**src/rtl/xdma_pkg.sv**
```systemverilog
package xdma_pkg;
   // Phases of the grant window; the sample phase is the second cycle after the grant
   typedef enum logic [1:0] {
      PH_IDLE   = 2'd0,
      PH_GRANT  = 2'd1,
      PH_WAIT   = 2'd2,
      PH_SAMPLE = 2'd3
   } phase_e;

   // Channel that receives a simultaneous two-pin request
   localparam int DIRECT_CH = 2;
   // Channels driven by the plain request pins when sharing is off
   localparam int PLAIN_CH_BUS  = 0;
   localparam int PLAIN_CH_XFER = 1;
endpackage

```
**src/rtl/xdma_window_fsm.sv**
```systemverilog
module xdma_window_fsm
   import xdma_pkg::*;
(
   input  logic clk,
   input  logic rst_n,
   input  logic shared_i,
   input  logic bus_req_i,
   input  logic xfer_req_i,
   output logic grant_o,
   output logic grant_next_o,
   output logic sample_o,
   output logic idle_o
);
   phase_e ph_q, ph_d;

   assign idle_o       = (ph_q == PH_IDLE);
   assign grant_o      = (ph_q == PH_GRANT);
   assign sample_o     = (ph_q == PH_SAMPLE);
   assign grant_next_o = shared_i && idle_o && bus_req_i && !xfer_req_i;

   always_comb begin
      ph_d = ph_q;
      case (ph_q)
         PH_IDLE:   if (grant_next_o) ph_d = PH_GRANT;
         PH_GRANT:  ph_d = PH_WAIT;
         PH_WAIT:   ph_d = PH_SAMPLE;
         default:   ph_d = PH_IDLE;
      endcase
   end

   always_ff @(posedge clk or negedge rst_n) begin
      if (!rst_n) ph_q <= PH_IDLE;
      else        ph_q <= ph_d;
   end

   // the grant lasts a single cycle
   assert_grant_single_R2: assert property (@(posedge clk) disable iff (!rst_n)
      grant_o |=> !grant_o);
   // a grant only follows a lone bus request in shared mode
   assert_grant_cause_R2: assert property (@(posedge clk) disable iff (!rst_n)
      $rose(grant_o) |-> $past(shared_i && bus_req_i && !xfer_req_i));
   // the sample phase comes two cycles after the grant
   assert_sample_lead_R3: assert property (@(posedge clk) disable iff (!rst_n)
      grant_o |=> ##1 sample_o);
endmodule

```
**src/rtl/xdma_req_decode.sv**
```systemverilog
module xdma_req_decode
   import xdma_pkg::*;
#(
   parameter int NCH        = 8,
   parameter int DESC_W     = 32,
   parameter bit DESC_RESET = 1'b1
) (
   input  logic              clk,
   input  logic              rst_n,
   input  logic              shared_i,
   input  logic              idle_i,
   input  logic              sample_i,
   input  logic              bus_req_i,
   input  logic              xfer_req_i,
   input  logic [DESC_W-1:0] data_i,
   output logic              gen_req_o,
   output logic [NCH-1:0]    chan_req_o,
   output logic [DESC_W-1:0] desc_o,
   output logic              desc_valid_o
);
   logic [NCH-1:0] hit;
   logic           capture;
   logic           gen_hit;

   assign capture = sample_i && xfer_req_i;
   assign gen_hit = shared_i && idle_i && xfer_req_i && !bus_req_i;

   for (genvar c = 0; c < NCH; c++) begin : g_hit
      if (c == PLAIN_CH_BUS) begin : g_bus
         assign hit[c] = !shared_i && bus_req_i;
      end else if (c == PLAIN_CH_XFER) begin : g_xfer
         assign hit[c] = !shared_i && xfer_req_i;
      end else if (c == DIRECT_CH) begin : g_direct
         assign hit[c] = shared_i && idle_i && bus_req_i && xfer_req_i;
      end else begin : g_none
         assign hit[c] = 1'b0;
      end
   end

   always_ff @(posedge clk or negedge rst_n) begin
      if (!rst_n) begin
         chan_req_o   <= '0;
         gen_req_o    <= 1'b0;
         desc_valid_o <= 1'b0;
      end else begin
         chan_req_o   <= hit;
         gen_req_o    <= gen_hit;
         desc_valid_o <= capture;
      end
   end

   // Descriptor holding register: with or without reset
   if (DESC_RESET) begin : g_desc_rst
      always_ff @(posedge clk or negedge rst_n) begin
         if (!rst_n)       desc_o <= '0;
         else if (capture) desc_o <= data_i;
      end
   end else begin : g_desc_norst
      always_ff @(posedge clk) begin
         if (capture) desc_o <= data_i;
      end
   end

   // a valid pulse only after a strobe in the sample phase
   assert_desc_cause_R3: assert property (@(posedge clk) disable iff (!rst_n)
      desc_valid_o |-> $past(sample_i && xfer_req_i));
   // the descriptor holds when nothing is captured
   assert_desc_hold_R4: assert property (@(posedge clk) disable iff (!rst_n)
      !(sample_i && xfer_req_i) |=> $stable(desc_o));
   // no shared-mode request pulses for inputs seen while a window is open
   assert_window_quiet_R4: assert property (@(posedge clk) disable iff (!rst_n)
      (shared_i && !idle_i) |=> (!gen_req_o && !chan_req_o[DIRECT_CH]));
   // plain mode raises no general request
   assert_plain_no_gen_R7: assert property (@(posedge clk) disable iff (!rst_n)
      !shared_i |=> !gen_req_o);
endmodule

```
**src/rtl/xdma_ack_fifo.sv**
```systemverilog
module xdma_ack_fifo #(
   parameter int W     = 3,
   parameter int DEPTH = 4
) (
   input  logic         clk,
   input  logic         rst_n,
   input  logic         push_i,
   input  logic [W-1:0] din_i,
   input  logic         pop_i,
   output logic [W-1:0] head_o,
   output logic         empty_o,
   output logic         full_o
);
   localparam int PW = (DEPTH > 1) ? $clog2(DEPTH) : 1;
   localparam int CW = $clog2(DEPTH + 1);

   if (DEPTH < 2) begin : g_bad_depth
      $error("xdma_ack_fifo: DEPTH must be at least 2");
   end

   logic [W-1:0]  mem [DEPTH];
   logic [PW-1:0] rd_q, wr_q;
   logic [CW-1:0] cnt_q;

   assign empty_o = (cnt_q == '0);
   assign full_o  = (cnt_q == CW'(DEPTH));
   assign head_o  = mem[rd_q];

   function automatic logic [PW-1:0] wrap_inc(input logic [PW-1:0] p);
      return (p == PW'(DEPTH - 1)) ? '0 : p + 1'b1;
   endfunction

   always_ff @(posedge clk or negedge rst_n) begin
      if (!rst_n) begin
         rd_q  <= '0;
         wr_q  <= '0;
         cnt_q <= '0;
      end else begin
         if (push_i) wr_q <= wrap_inc(wr_q);
         if (pop_i)  rd_q <= wrap_inc(rd_q);
         if (push_i && !pop_i)      cnt_q <= cnt_q + 1'b1;
         else if (pop_i && !push_i) cnt_q <= cnt_q - 1'b1;
      end
   end

   always_ff @(posedge clk) begin
      if (push_i) mem[wr_q] <= din_i;
   end

   // waiting acknowledges never exceed the queue depth
   assert_no_overflow_R10: assert property (@(posedge clk) disable iff (!rst_n)
      (push_i && full_o) |-> pop_i);
   // nothing is taken from an empty queue
   assert_no_underflow_R10: assert property (@(posedge clk) disable iff (!rst_n)
      pop_i |-> !empty_o);
endmodule

```
**src/rtl/xdma_ack_mux.sv**
```systemverilog
module xdma_ack_mux #(
   parameter int ID_W   = 3,
   parameter int QDEPTH = 4
) (
   input  logic            clk,
   input  logic            rst_n,
   input  logic            ack_req_i,
   input  logic [ID_W-1:0] ack_chan_i,
   input  logic            grant_i,
   input  logic            grant_next_i,
   output logic            bavl_id2_o,
   output logic            strobe_o,
   output logic [ID_W-2:0] chan_id_o
);
   logic            q_empty, q_full;
   logic [ID_W-1:0] q_head;
   logic            have, issue, pop, push;
   logic [ID_W-1:0] cand;
   logic            strobe_q;
   logic [ID_W-1:0] chan_q;

   assign have  = !q_empty || ack_req_i;
   assign cand  = q_empty ? ack_chan_i : q_head;
   assign issue = have && !grant_next_i;
   assign pop   = issue && !q_empty;
   assign push  = ack_req_i && !(issue && q_empty);

   xdma_ack_fifo #(.W(ID_W), .DEPTH(QDEPTH)) u_queue (
      .clk     (clk),
      .rst_n   (rst_n),
      .push_i  (push),
      .din_i   (ack_chan_i),
      .pop_i   (pop),
      .head_o  (q_head),
      .empty_o (q_empty),
      .full_o  (q_full)
   );

   always_ff @(posedge clk or negedge rst_n) begin
      if (!rst_n) begin
         strobe_q <= 1'b0;
         chan_q   <= '0;
      end else begin
         strobe_q <= issue;
         if (issue) chan_q <= cand;
      end
   end

   assign strobe_o   = strobe_q;
   assign chan_id_o  = strobe_q ? chan_q[ID_W-2:0] : '0;
   assign bavl_id2_o = grant_i || (strobe_q && chan_q[ID_W-1]);

   // grant and acknowledge never share the pin in one cycle
   assert_pin_exclusive_R9: assert property (@(posedge clk) disable iff (!rst_n)
      !(grant_i && strobe_o));
   // every strobe has a pending or arriving acknowledge behind it
   assert_strobe_cause_R8: assert property (@(posedge clk) disable iff (!rst_n)
      strobe_o |-> $past(ack_req_i || !q_empty));
   // an acknowledge held back by a grant goes out in the cycle after it
   assert_deferred_R9: assert property (@(posedge clk) disable iff (!rst_n)
      (grant_next_i && ack_req_i) |=> ##1 strobe_o);
   // the low id lines are quiet without a strobe
   assert_id_quiet_R8: assert property (@(posedge clk) disable iff (!rst_n)
      !strobe_o |-> (chan_id_o == '0));
   // the pending queue itself never overflows
   assert_queue_room_R10: assert property (@(posedge clk) disable iff (!rst_n)
      q_full |-> !(push && !pop));
endmodule

```
**src/rtl/xdma_handshake.sv**
```systemverilog
module xdma_handshake
   import xdma_pkg::*;
#(
   parameter int NCH        = 8,
   parameter int DESC_W     = 32,
   parameter int ACK_QDEPTH = 4,
   parameter bit DESC_RESET = 1'b1
) (
   input  logic                     clk,
   input  logic                     rst_n,
   input  logic                     shared_mode_i,
   input  logic                     bus_req_i,
   input  logic                     xfer_req_i,
   input  logic [DESC_W-1:0]        bus_data_i,
   input  logic                     ack_req_i,
   input  logic [$clog2(NCH)-1:0]   ack_chan_i,
   output logic                     bavl_id2_o,
   output logic                     strobe_o,
   output logic [$clog2(NCH)-2:0]   chan_id_o,
   output logic                     gen_req_o,
   output logic [NCH-1:0]           chan_req_o,
   output logic [DESC_W-1:0]        desc_o,
   output logic                     desc_valid_o
);
   localparam int ID_W = $clog2(NCH);

   if (NCH <= DIRECT_CH) begin : g_bad_nch
      $error("xdma_handshake: NCH must include the direct-request channel");
   end
   if (DESC_W < 1) begin : g_bad_desc
      $error("xdma_handshake: DESC_W must be positive");
   end

   logic grant, grant_next, sample, idle;

   xdma_window_fsm u_window (
      .clk          (clk),
      .rst_n        (rst_n),
      .shared_i     (shared_mode_i),
      .bus_req_i    (bus_req_i),
      .xfer_req_i   (xfer_req_i),
      .grant_o      (grant),
      .grant_next_o (grant_next),
      .sample_o     (sample),
      .idle_o       (idle)
   );

   xdma_req_decode #(.NCH(NCH), .DESC_W(DESC_W), .DESC_RESET(DESC_RESET)) u_decode (
      .clk          (clk),
      .rst_n        (rst_n),
      .shared_i     (shared_mode_i),
      .idle_i       (idle),
      .sample_i     (sample),
      .bus_req_i    (bus_req_i),
      .xfer_req_i   (xfer_req_i),
      .data_i       (bus_data_i),
      .gen_req_o    (gen_req_o),
      .chan_req_o   (chan_req_o),
      .desc_o       (desc_o),
      .desc_valid_o (desc_valid_o)
   );

   xdma_ack_mux #(.ID_W(ID_W), .QDEPTH(ACK_QDEPTH)) u_ack (
      .clk          (clk),
      .rst_n        (rst_n),
      .ack_req_i    (ack_req_i),
      .ack_chan_i   (ack_chan_i),
      .grant_i      (grant),
      .grant_next_i (grant_next),
      .bavl_id2_o   (bavl_id2_o),
      .strobe_o     (strobe_o),
      .chan_id_o    (chan_id_o)
   );

   // a direct request never starts a grant
   assert_direct_no_grant_R6: assert property (@(posedge clk) disable iff (!rst_n)
      chan_req_o[DIRECT_CH] |-> !grant);
endmodule

```
**config.mk**
```make
export PLATFORM = sky130hd
export DESIGN_NAME = xdma_handshake
export DESIGN_NICKNAME = d
export VERILOG_FILES = /design/src/rtl/xdma_pkg.sv /design/src/rtl/xdma_window_fsm.sv /design/src/rtl/xdma_req_decode.sv /design/src/rtl/xdma_ack_fifo.sv /design/src/rtl/xdma_ack_mux.sv /design/src/rtl/xdma_handshake.sv
export SDC_FILE = /design/constraint.sdc
export NUM_CORES = 1
export LEC_CHECK = 0
export BUFFER_PORTS_ARGS = -buffer_cell sky130_fd_sc_hd__buf_2
export CAP_MARGIN = 20
export CORE_MARGIN = 2
export CORE_UTILIZATION = 54
export DETAILED_ROUTE_END_ITERATION = 8
export GPL_TIMING_DRIVEN = 0
export PLACE_DENSITY = 0.85
export SYNTH_ARGS = -nofsm -noshare
export SYNTH_HDL_FRONTEND = slang
export SYNTH_SLANG_ARGS = --single-unit
```
**constraint.sdc**
```tcl
create_clock -name clk -period 4.3 [get_ports clk]
set_input_delay 0.43 -clock clk [delete_from_list [all_inputs] [get_ports clk]]
set_output_delay 0.43 -clock clk [all_outputs]
set_load 0.1 [all_outputs]
```
; Yosys cells after proc, flatten, opt, wreduce, memory -nomap -nowiden
; Memories as Yosys holds them, arrays and structs flattened.
; Index checks and enable logic that the tools add are counted.
[word_totals]
ramBits = 12
word_cells = 60
reg_bits = 50
memories = 1
[memory_table]
columns = memory, depth, word_bits, rd, rd_clocked_by_memory_dff, wr, line_no
row1 = u_ack.u_queue.mem, 4, 3, 1, 0, 1, xdma_ack_fifo.sv:21  ; logic [W-1:0] mem [DEPTH];
[op_classes]
n_eq_ne = 6
mux = 10
n_reduce_logical = 29
add_sub_neg = 4
[ops]
columns = op, n
row1 = 1-bit logical AND, 16
row2 = 3-bit 2-to-1 mux, 3
row3 = "2-bit == test, second input constant", 4
row4 = 1-bit zero test, 8
row5 = 2-bit 2-to-1 mux, 4
row6 = 2-bit one-hot mux with 3 select lines, 1
row7 = "2-bit by 1-bit adder with 2-bit output, second input constant", 2
row8 = "3-bit by 1-bit adder with 3-bit output, second input constant", 1
row9 = 3-bit zero test, 1
row10 = "3-bit by 1-bit subtractor with 3-bit output, second input constant", 1
row11 = "2-bit by 1-bit == test with 1-bit output, second input constant", 1
row12 = 2-bit zero test, 1
row13 = 1-bit logical OR, 2
row14 = 1-bit 2-to-1 mux, 2
row15 = "2-bit by 1-bit != test with 1-bit output, second input constant", 1
row16 = 2-bit nonzero test, 1

; Logic depth before layout (Yosys ltp)
; Gate-level depths: netlist of run 1.
[depth]
word_depth = 13
ltp_mapped = 11
ltp_nobuf = 11

; Modules after synthesis
; A second synthesis of run 1 with hierarchy kept.
[hier_totals]
hier_cells = 177
area_unflattened_um2 = 2756.4
[modules_own_cells]
columns = module, seq_area_each_um2, area_per_inst_um2, instances, cells_each
row1 = xdma_req_decode, 925.9, 1506.4, 1, 86
row2 = xdma_ack_fifo, 535.5, 850.8, 1, 51
row3 = xdma_ack_mux, 100.1, 230.2, 1, 24
row4 = xdma_window_fsm, 50.0, 168.9, 1, 16

; Worst setup path before layout of run 1
; No wires, ideal clock.
[synth_path]
kind = register -> output
start = register u_ack.strobe_q, in the netlist u_ack.strobe_o
end = output chan_id_o[0]
stages_incl_launch_ff = 2
path_slack_ps = 2079
arrival_time_ps = 1791
path_cell_list = dfrtp_1 -> and2_1
[synth_via]
elab_chain_len = 1
[synth_rtl]
columns = item, line_no
row1 = "start, declared", xdma_ack_mux.sv:19  ; logic strobe_q;
row2 = "start signal, assigned", xdma_ack_mux.sv:44  ; strobe_q <= issue;
row3 = 2-bit 2-to-1 mux, xdma_ack_mux.sv:50  ; assign chan_id_o = strobe_q ? chan_q[ID_W-2:0] : '0;
row4 = "end, declared", xdma_handshake.sv:19  ; output logic [$clog2(NCH)-2:0] chan_id_o,
; Every way passes these cells.

; Worst setup path in the final report of run 1
[layout_path]
start = register u_window.ph_q[0]
end = register u_ack.u_queue.cnt_q[1]
[layout_via]
elab_chain_len = 12
elab_cells_between_ends = 16
classes_between = 1 x mux / 15 x reduce/logical
[layout_rtl]
columns = item, line_no
row1 = "start, declared", xdma_window_fsm.sv:14  ; phase_e ph_q, ph_d;
row2 = "start signal, assigned", xdma_window_fsm.sv:33  ; else ph_q <= ph_d;
row3 = 2-bit zero test (*), xdma_window_fsm.sv:16  ; assign idle_o = (ph_q == PH_IDLE);
row4 = 1-bit logical AND (*) (3 in series), xdma_window_fsm.sv:19  ; assign grant_next_o = shared_i && idle_o && bus_req_i && !xfer_req_i;
row5 = 1-bit zero test (*), xdma_ack_mux.sv:24  ; assign issue = have && !grant_next_i;
row6 = 1-bit logical AND (*), xdma_ack_mux.sv:24
row7 = 1-bit logical AND, xdma_ack_mux.sv:26  ; assign push = ack_req_i && !(issue && q_empty);
row8 = 1-bit zero test, xdma_ack_mux.sv:26
row9 = 1-bit logical AND, xdma_ack_mux.sv:26
row10 = 1-bit zero test, xdma_ack_fifo.sv:42  ; else if (pop_i && !push_i) cnt_q <= cnt_q - 1'b1;
row11 = 1-bit logical AND, xdma_ack_fifo.sv:42
row12 = 2-bit nonzero test (no line), n/a
row13 = "end signal, assigned", xdma_ack_fifo.sv:41  ; if (push_i && !pop_i) cnt_q <= cnt_q + 1'b1;
row14 = "end signal, assigned", xdma_ack_fifo.sv:42
row15 = "end, declared", xdma_ack_fifo.sv:23  ; logic [CW-1:0] cnt_q;
; Mark *: on every way between the ends. The rest lies on a longest branch, timed or not.
; A chain may end at the register's enable or synchronous reset.

==> results of run 1 <==
cell usage in the layout (no fill, tap or decap), drive strengths merged, types with 2 or more instances in the layout:
cell type and count:
nor2 8, conb 5, inv 9, buf 90, clkinv 2, mux2 38
xor2 2, a2bb2oi 3, dfrtp 50, clkbuf 12, mux4 3, nand2 3
and2 2, edfxtp 12, ha 10, o22ai 3, and3 4
cells by family after synthesis:
group	count (synthesis)
other	1
buffers and inverters	17
multiplexers	42
AO/OA/AOI/OAI	10
adder cells (fa/ha/maj)	11
flip-flops	62
AND/OR/NAND/NOR	24
XOR/XNOR	3
cell type report:
| class | count | area (um^2) | share of cell area [%] |
|---|---|---|---|
| clock buffer | 12 | 176 | 5.29 |
| timing repair buffer | 82 | 425 | 12.8 |
| inverter | 9 | 33.8 | 1.01 |
| sequential | 62 | 1610 | 48.3 |
| buffer | 8 | 52.6 | 1.58 |
| multi-input combinational | 95 | 928 | 27.8 |
| clock inverter | 3 | 40.0 | 1.20 |
| tap | 54 | 67.6 | 2.03 |
sequential cells by signal, indices dropped and copies added, names as in the netlist, 2 cells and up:
signal and count:
u_ack.chan_q 3, u_decode.desc_o 32, u_ack.u_queue.cnt_q 3, u_ack.u_queue.wr_q 2, u_window.ph_q 2, u_decode.chan_req_o 3, u_ack.u_queue.mem 12, u_ack.u_queue.rd_q 2
layer usage:
metal / share of wire [%] / vias to the layer above / wire [um]
li1: - / 784 / -
met3: 9.2 / 4 / 445
met5: 0 / - / 0
met2: 48 / 64 / 2330
met4: 0.99 / 0 / 48
met1: 42 / 796 / 2020
worst max-delay path, delay by kind of cell (launching register included):
kind | cells | cell delay [ps]
fa+ha+maj | 3 | 880
mux | 1 | 260
buf+inv | 3 | 240
flops | 1 | 380
simple gates | 2 | 510
through the flow:
step | instance area (um^2) | util, % | hold slack, ps
6_report | 3340 | 71.1 | 16.2
5_1_grt | 3340 | 71.1 | 18.2
4_1_cts | 3320 | 70.7 | 282
3_5_place_dp | 3100 | 66.1 | 477
3_3_place_gp | 3100 | 66.1 | 468
2_1_floorplan | 2630 | - | 134
final timing paths:
path / start / to / slack [ps] / cells after the start
setup reg to reg: u_window.ph_q[0]$_DFFE_PN0P_ / u_ack.u_queue.cnt_q[1]$_DFFE_PN0P_ / 1910 / 9
max in group asynchronous: rst_n / u_ack.chan_q[0]$_DFFE_PN0N_ / 3770 / 2
setup / recovery: u_window.ph_q[0]$_DFFE_PN0P_ / u_ack.u_queue.cnt_q[1]$_DFFE_PN0P_ / 1910 / 9
hold reg to reg: u_decode.desc_o[2]$_DFFE_PN0P_ / u_decode.desc_o[2]$_DFFE_PN0P_ / 490 / 1
min in group clk: bus_req_i / u_decode.gen_req_o$_DFF_PN0_ / 290 / 2
hold / removal: rst_n / u_decode.desc_o[10]$_DFFE_PN0P_ / 20 / 1
==> flow_summary.yaml, run 1 <==
run_status:
  status: "complete, no violations"
finish:
  syn_to_final_growth_pct: 27.7
  num-nets-final: 319
  n_antenna_cell: 0
  drive_gt1_share_pct: 52.4
  fill_cells: 331
  layout.cells.non_filler: 325
detailed_routing:
  wl_per_cell_um: 14.9
  post-route-drc-count: 0
  antenna_left: 0
  vias_per_cell: 5.07
  first_pass_iters: 4
  routed-via-count: 1648
  dr.first_iter.drc_count: 66
  routed_wl_mm: 4.84
sta:
  finalMaxSlewViolations: 0
  finalHoldViolCount: 0
  fin_ws_ps: 1910
  finalCritPeriodShare_pct: 55.7
  rsz0062_at_grt: "no"
  setup-tns-final_ps: 0
  setup_viol: 0
  min_period_ps: 2390
  skew_ps: 6.07
  clock.fmax_mhz: 418
global_routing:
  met1_usage_pct: 22.8
  grt_pass1_vias: 1765
  grt_start_max_net_pins: 51
  grt_remaining_overflow: 0
  grt_use_total_pct: 19.6
  antenna_found_initial: 0
  grtUsageMet2_pct: 30.7
  grt.busiest_layer: "met2"
  grt_pass1_wl_mm: 7.68
  use_met3_pct: 10.6
critical_path:
  end_kind: "flop"
  path_cells: "inv_1 -> ha_1 -> and4b_1 -> nor2_1 -> inv_1 -> ha_1 -> inv_1 -> fa_1 -> mux2_2"
  slowest_delay_ps: 390
  critical_path_required_ps: 4510
  cp_common_cell: "inv_1"
  setup.worst_path.start_class: "flop"
  worst_path_max_delay_cell: "fa_1"
  cp.arrival_ps: 2610
  critPathKind: "flop to flop"
  cp_max_fo: 6
yosys:
  syn_area_um2: 2610
  ys_top_cells_by_area: "dfrtp_1 48%, edfxtp_1 14%, mux2_2 12%, ha_1 4.8%, mux2_1 4.7%"
  ys_ff_latch: 62
  yosysWarningCount: 0
  synth-edff-count: 12
  synth_xor_area_share_pct: 1.01
  synth-adder-area-share_pct: 5.56
  ys_types: 32
  synth_compound_area_share_pct: 3.31
  yosysSeqAreaShare_pct: 61.7
  yosysTopAreaCell: "dfrtp_1"
  muxShareOfSynthArea_pct: 19.4
  synthCells: 170
  async_flop_share_pct: 80.6
  ys.flop_type: "dfrtp_1"
  synth_top_family_by_area: "multiplexers"
  avgSynthCellArea_um2: 15.4
  synth_common_cells: "50 x dfrtp_1, 27 x mux2_2, 12 x edfxtp_1, 11 x mux2_1, 10 x ha_1"
  yosys.area_share.simple_pct: 5.61
  yosysTopAreaCellShare_pct: 47.9
  post-synth-top-count-cell: "dfrtp_1"
die:
  die_h_um: 73.5
  die_x_um: 73.5
  die-area_um2: 5410
  initial_core_util_pct: 55.7
  floorplan.io_pins: 87
  core_um2: 4690
  num_rows: 25
clock_network:
  cts_resized: 0
  cts_buffer_depth: 2
  clk_pin_slew_worst_paths_ps: 70
  cts_inserted_buffers: 9
  cts-root-buf: "clkbuf_8"
  cts_setup_buffers: 0
  cts_tree: "yes"
  cts_num_sinks: 62
  hold_buffers: 0
  clk_latency_ps: 330
  htree_levels: 3
place:
  gp_congestion: 0.753
  dp_hpwl_mm: 3.55
  io_buffers: 81
  dp_slack_ps: 1900
  place_inst: 309
min_path:
  hold_class: "input port to async pin"
flow_run:
  cap_violations: 0
Power of run 1 is left out: the tool's default activity adds up to more than one toggle a clock period on the data nets, which glitch-free logic cannot reach.
==> run 2, diff against run 1 <==
- CORE_UTILIZATION: 54 -> 45
- PLACE_DENSITY: 0.85 -> 0.75
- clock period: 4.3 -> 1.93 ns (I/O delays scaled with it)
==> run 2 against run 1 <==
Compared with the run above: the run now ends with negative setup slack left; largest cell class unchanged; global-route usage down 2.1 points; final cell count up 11%; sequential share of layout area down 2.3 points; via count up 6.0%; clock skew up 1.5 ps; clock-buffer cell count up 3; first-iteration DRC count up 1.5%.
==> flow_summary.yaml, run 2 (synthesis gave the netlist of run 1 again) <==
run_status:
  status: "finished, violations left"
  failed_checks: "negative setup slack"
sta:
  min_period_ps: 2100
  rsz0062_at_grt: "yes"
  setup_viol: 2
  hold-worst-slack_ps: 64.3
  finalCritPeriodShare_pct: 109
  clock.fmax_mhz: 476
  fin_ws_ps: -171
  finalMaxSlewViolations: 0
  skew_ps: 7.58
  finalHoldViolCount: 0
global_routing:
  grt_use_total_pct: 17.5
  antenna_found_initial: 0
  grt_pass1_vias: 1815
  grt_remaining_overflow: 0
  grt_pass1_wl_mm: 8.31
  grt_start_max_net_pins: 51
clock_network:
  cts_inserted_buffers: 9
  cts_tree: "yes"
  cts_buffer_depth: 2
  cts_num_sinks: 62
  cts-root-buf: "clkbuf_8"
  clk_latency_ps: 330
  htree_levels: 3
  clk_pin_slew_worst_paths_ps: 60
place:
  dp_hpwl_mm: 3.63
  io_buffers: 81
  dp_slack_ps: -295
  gp_congestion: 0.719
  place_inst: 327
detailed_routing:
  wl_per_cell_um: 14.4
  routed-via-count: 1747
  routed_wl_mm: 5.21
  antenna_left: 0
  vias_per_cell: 4.84
  dr.first_iter.drc_count: 67
  post-route-drc-count: 0
  first_pass_iters: 4
die:
  die_x_um: 80.2
  initial_core_util_pct: 47.1
  die_h_um: 80.2
  num_rows: 27
  core_um2: 5540
  floorplan.io_pins: 87
  die-area_um2: 6430
critical_path:
  critical_path_required_ps: 2140
  setup.worst_path.start_class: "flop"
  cp.arrival_ps: 2310
  cp_max_fo: 3
  end_kind: "flop"
  critPathKind: "flop to flop"
finish:
  fill_cells: 448
  biggestRegsByFlops: "u_decode.desc_o (32), u_ack.u_queue.mem (12)"
  regMostFlops: "u_decode.desc_o"
  layout_common_cells: "83 x buf_2, 47 x dfrtp_1, 27 x mux2_2"
  drive_gt1_share_pct: 59.2
  syn_to_final_growth_pct: 34.4
  num-nets-final: 336
  n_antenna_cell: 0
  layout.cells.non_filler: 361
  final_common_cell: "buf_2"
  largest_reg_flops: 32
flow_run:
  cap_violations: 0
min_path:
  hold_class: "input port to flop"
run 2: worst max-delay path, stage by stage, from the launching register on:
cell	delay [ps]
dfrtp_2	440
or3_4	400
o21ai_4	180
inv_2	60
ha_4	160
inv_2	50
fa_2	420
mux2_2	270
run 2: path summary, 6_finish.rpt:
check | from | end | slack (ps) | cells after the start
max in group asynchronous | rst_n | u_ack.u_queue.cnt_q[1]$_DFFE_PN0P_ | 1190 | 3
setup / recovery | u_ack.u_queue.cnt_q[2]$_DFFE_PN0P_ | u_ack.u_queue.cnt_q[1]$_DFFE_PN0P_ | -170 | 7
hold reg to reg | u_decode.desc_o[6]$_DFFE_PN0P_ | u_decode.desc_o[6]$_DFFE_PN0P_ | 500 | 1
hold / removal | bus_req_i | u_decode.gen_req_o$_DFF_PN0_ | 60 | 2
min in group asynchronous | rst_n | u_decode.desc_o[13]$_DFFE_PN0P_ | 250 | 2
setup reg to reg | u_ack.u_queue.cnt_q[2]$_DFFE_PN0P_ | u_ack.u_queue.cnt_q[1]$_DFFE_PN0P_ | -170 | 7
run 2: metrics by stage:
step / cell area [um^2] / TNS [ps] / utilization [%]
5_1_grt: 3510 / -418 / 63.3
2_1_floorplan: 2650 / -218 / -
3_5_place_dp: 3140 / -535 / 56.7
6_report: 3510 / -275 / 63.3
4_1_cts: 3410 / -319 / 61.6
3_3_place_gp: 3140 / -425 / 56.7
run 2: repair_timing:
item / 4_1_cts / 5_1_grt
hold buffers: 0 / 1
hold endpoints to repair: 0 / 8
pin swaps: 5 / 5
buffers inserted: 11 / 5
endpoints found under the setup margin: 2 / 14
gates resized for setup: 5 / 6
run 2: area by class of cell:
type                    instances  area (um^2)  share of cell area (%)
inverters                       9         33.8                   0.963
clock inverters                 1         5.00                   0.143
well taps                      72         90.1                    2.57
plain buffers                   8         55.1                    1.57
flip-flops and latches         62         1620                    46.0
multi-input cells              95          976                    27.8
clock buffers                  15          166                    4.74
repair buffers                 99          568                    16.2
run 2: metal layers:
metal / part of all wire (%) / up-vias / GRT usage [%] / routed length (um)
met5: 0 / - / 0 / 0
met4: 1.4 / 0 / 9.15 / 72
met3: 10 / 8 / 8.54 / 542
met2: 48 / 67 / 26.0 / 2500
met1: 40 / 854 / 21.0 / 2090
li1: - / 818 / - / -
Power of run 2 is left out for the same reason.
==> run 3, diff against run 2 <==
- CAP_MARGIN: 20 -> 30
- CORE_UTILIZATION: 45 -> 35
- PLACE_DENSITY: 0.75 -> unset
==> run 3 against run 2 <==
Compared with the run above: critical path depth stayed put; global-route usage is 4.5 points lower; register-to-register slack better by 50 ps; sequential cell count stayed put; highest routed layer unchanged; die area is 27% higher; clock skew hardly changed; worst hold slack worse by 12 ps; final area is 0.36% higher; the flow still finishes with violations (negative setup slack); setup slack better by 48 ps; routed wire length is 4.8% lower.
==> flow_summary.yaml, run 3 (synthesis gave the netlist of run 1 again) <==
die:
  floorplan.io_pins: 87
  die_x_um: 90.4
  die_h_um: 90.4
  num_rows: 31
  initial_core_util_pct: 36.0
  core_um2: 7250
  die-area_um2: 8170
min_path:
  hold_class: "input port to flop"
  hold_path.startpoint: "bus_req_i"
critical_path:
  cp.arrival_ps: 2260
  path_delay_family: "adder cells"
  slowest_delay_ps: 410
  critPathLaunch: "u_ack.u_queue.cnt_q[2]$_DFFE_PN0P_"
  setup.worst_path.start_class: "flop"
  cp_max_fo: 2
  cp_common_cell: "inv_2"
  end_kind: "flop"
  critical_path_required_ps: 2140
  reg2reg_from: "u_ack.u_queue.cnt_q[2]$_DFFE_PN0P_"
  path_buf_inv: 2
  worst_path_max_delay_cell: "dfrtp_2"
  reg2reg_slack_ps: -120
  path_cells: "or3_4 -> o21ai_4 -> inv_2 -> ha_4 -> inv_2 -> fa_2 -> mux2_2"
  critPathKind: "flop to flop"
flow_run:
  cap_violations: 0
finish:
  final_common_cell: "buf_2"
  syn_to_final_growth_pct: 34.9
  largest_reg_flops: 32
  layout_common_cells: "84 x buf_2, 47 x dfrtp_1, 27 x mux2_2"
  biggestRegsByFlops: "u_decode.desc_o (32), u_ack.u_queue.mem (12)"
  regMostFlops: "u_decode.desc_o"
  fin_util_pct: 48.6
  n_antenna_cell: 0
  num-nets-final: 332
  drive_gt1_share_pct: 59.6
sta:
  setup_viol: 2
  fin_ws_ps: -123
  rsz0062_at_grt: "yes"
  skew_ps: 7.54
  min_period_ps: 2050
  setup-tns-final_ps: -186
  finalMaxSlewViolations: 0
  clock.fmax_mhz: 487
  finalCritPeriodShare_pct: 106
  finalHoldViolCount: 0
global_routing:
  grt_pass1_wl_mm: 8.31
  grt_start_max_net_pins: 40
  grt_pass1_vias: 1711
  antenna_found_initial: 0
  grt_use_total_pct: 13.0
  grt_remaining_overflow: 0
clock_network:
  clk_latency_ps: 330
  cts-root-buf: "clkbuf_8"
  cts_tree: "yes"
  cts_inserted_buffers: 9
  clk_pin_slew_worst_paths_ps: 70
  cts_num_sinks: 62
  cts_buffer_depth: 2
  htree_levels: 3
detailed_routing:
  routed-via-count: 1664
  post-route-drc-count: 0
  antenna_left: 0
  vias_per_cell: 4.33
  first_pass_iters: 4
  dr.first_iter.drc_count: 44
  wl_per_cell_um: 12.9
  routed_wl_mm: 4.96
place:
  gp_congestion: 0.711
  io_buffers: 81
  dp_hpwl_mm: 3.71
run_status:
  failed_checks: "negative setup slack"
  status: "finished, violations left"
[run 3: area by class of cell]
class                           count  area (um^2)
Fill cell                         662         3730
Tap cell                           99          124
Sequential cell                    62         1620
Clock buffer                        9          124
Multi-Input combinational cell     95          973
Inverter                            9         33.8
Timing Repair Buffer               95          526
Buffer                              8         52.6
Clock inverter                      7         73.8
[run 3: what timing repair did]
action	4_1_cts	5_1_grt
pin swaps	6	3
endpoints found under the setup margin	2	10
hold endpoints to repair	11	0
buffers inserted	10	2
gates resized for setup	9	0
hold buffers	1	0
[run 3: path summary, 6_finish.rpt]
check	endpoint	cells after the start
worst max-delay path	u_ack.u_queue.cnt_q[1]$_DFFE_PN0P_	7
worst min-delay path	u_decode.gen_req_o$_DFF_PN0_	2
min in group asynchronous	u_decode.desc_o[15]$_DFFE_PN0P_	2
worst min register to register	u_decode.desc_o[2]$_DFFE_PN0P_	1
worst max register to register	u_ack.u_queue.cnt_q[1]$_DFFE_PN0P_	7
max in group asynchronous	u_ack.u_queue.cnt_q[1]$_DFFE_PN0P_	3
[run 3: worst reg2reg max path: stages, from the launching register on]
cell,delay (ps)
dfrtp_2,410
or3_4,400
o21ai_4,170
inv_2,60
ha_4,160
inv_2,50
fa_2,410
mux2_2,270
[run 3: through the flow]
stage	instances	setup WS [ps]	hold slack, ps	instance area, um^2
after floorplan	174	-113	-103	2650
after global placement	354	-236	391	3180
after detailed placement	355	-267	88.9	3200
after CTS	382	-102	37.6	3510
after global routing	384	-192	45.2	3520
final	384	-123	52.7	3520
[run 3: routing by layer]
metal  track usage [%]  vias up  part of all wire [%]
met4              6.15        0                   1.7
met3              3.17        7                   5.0
met1              15.5      792                    41
met2              22.2       49                    52
li1                  -      816                     -
met5                 0        -                     0
Power of run 3 is left out for the same reason.
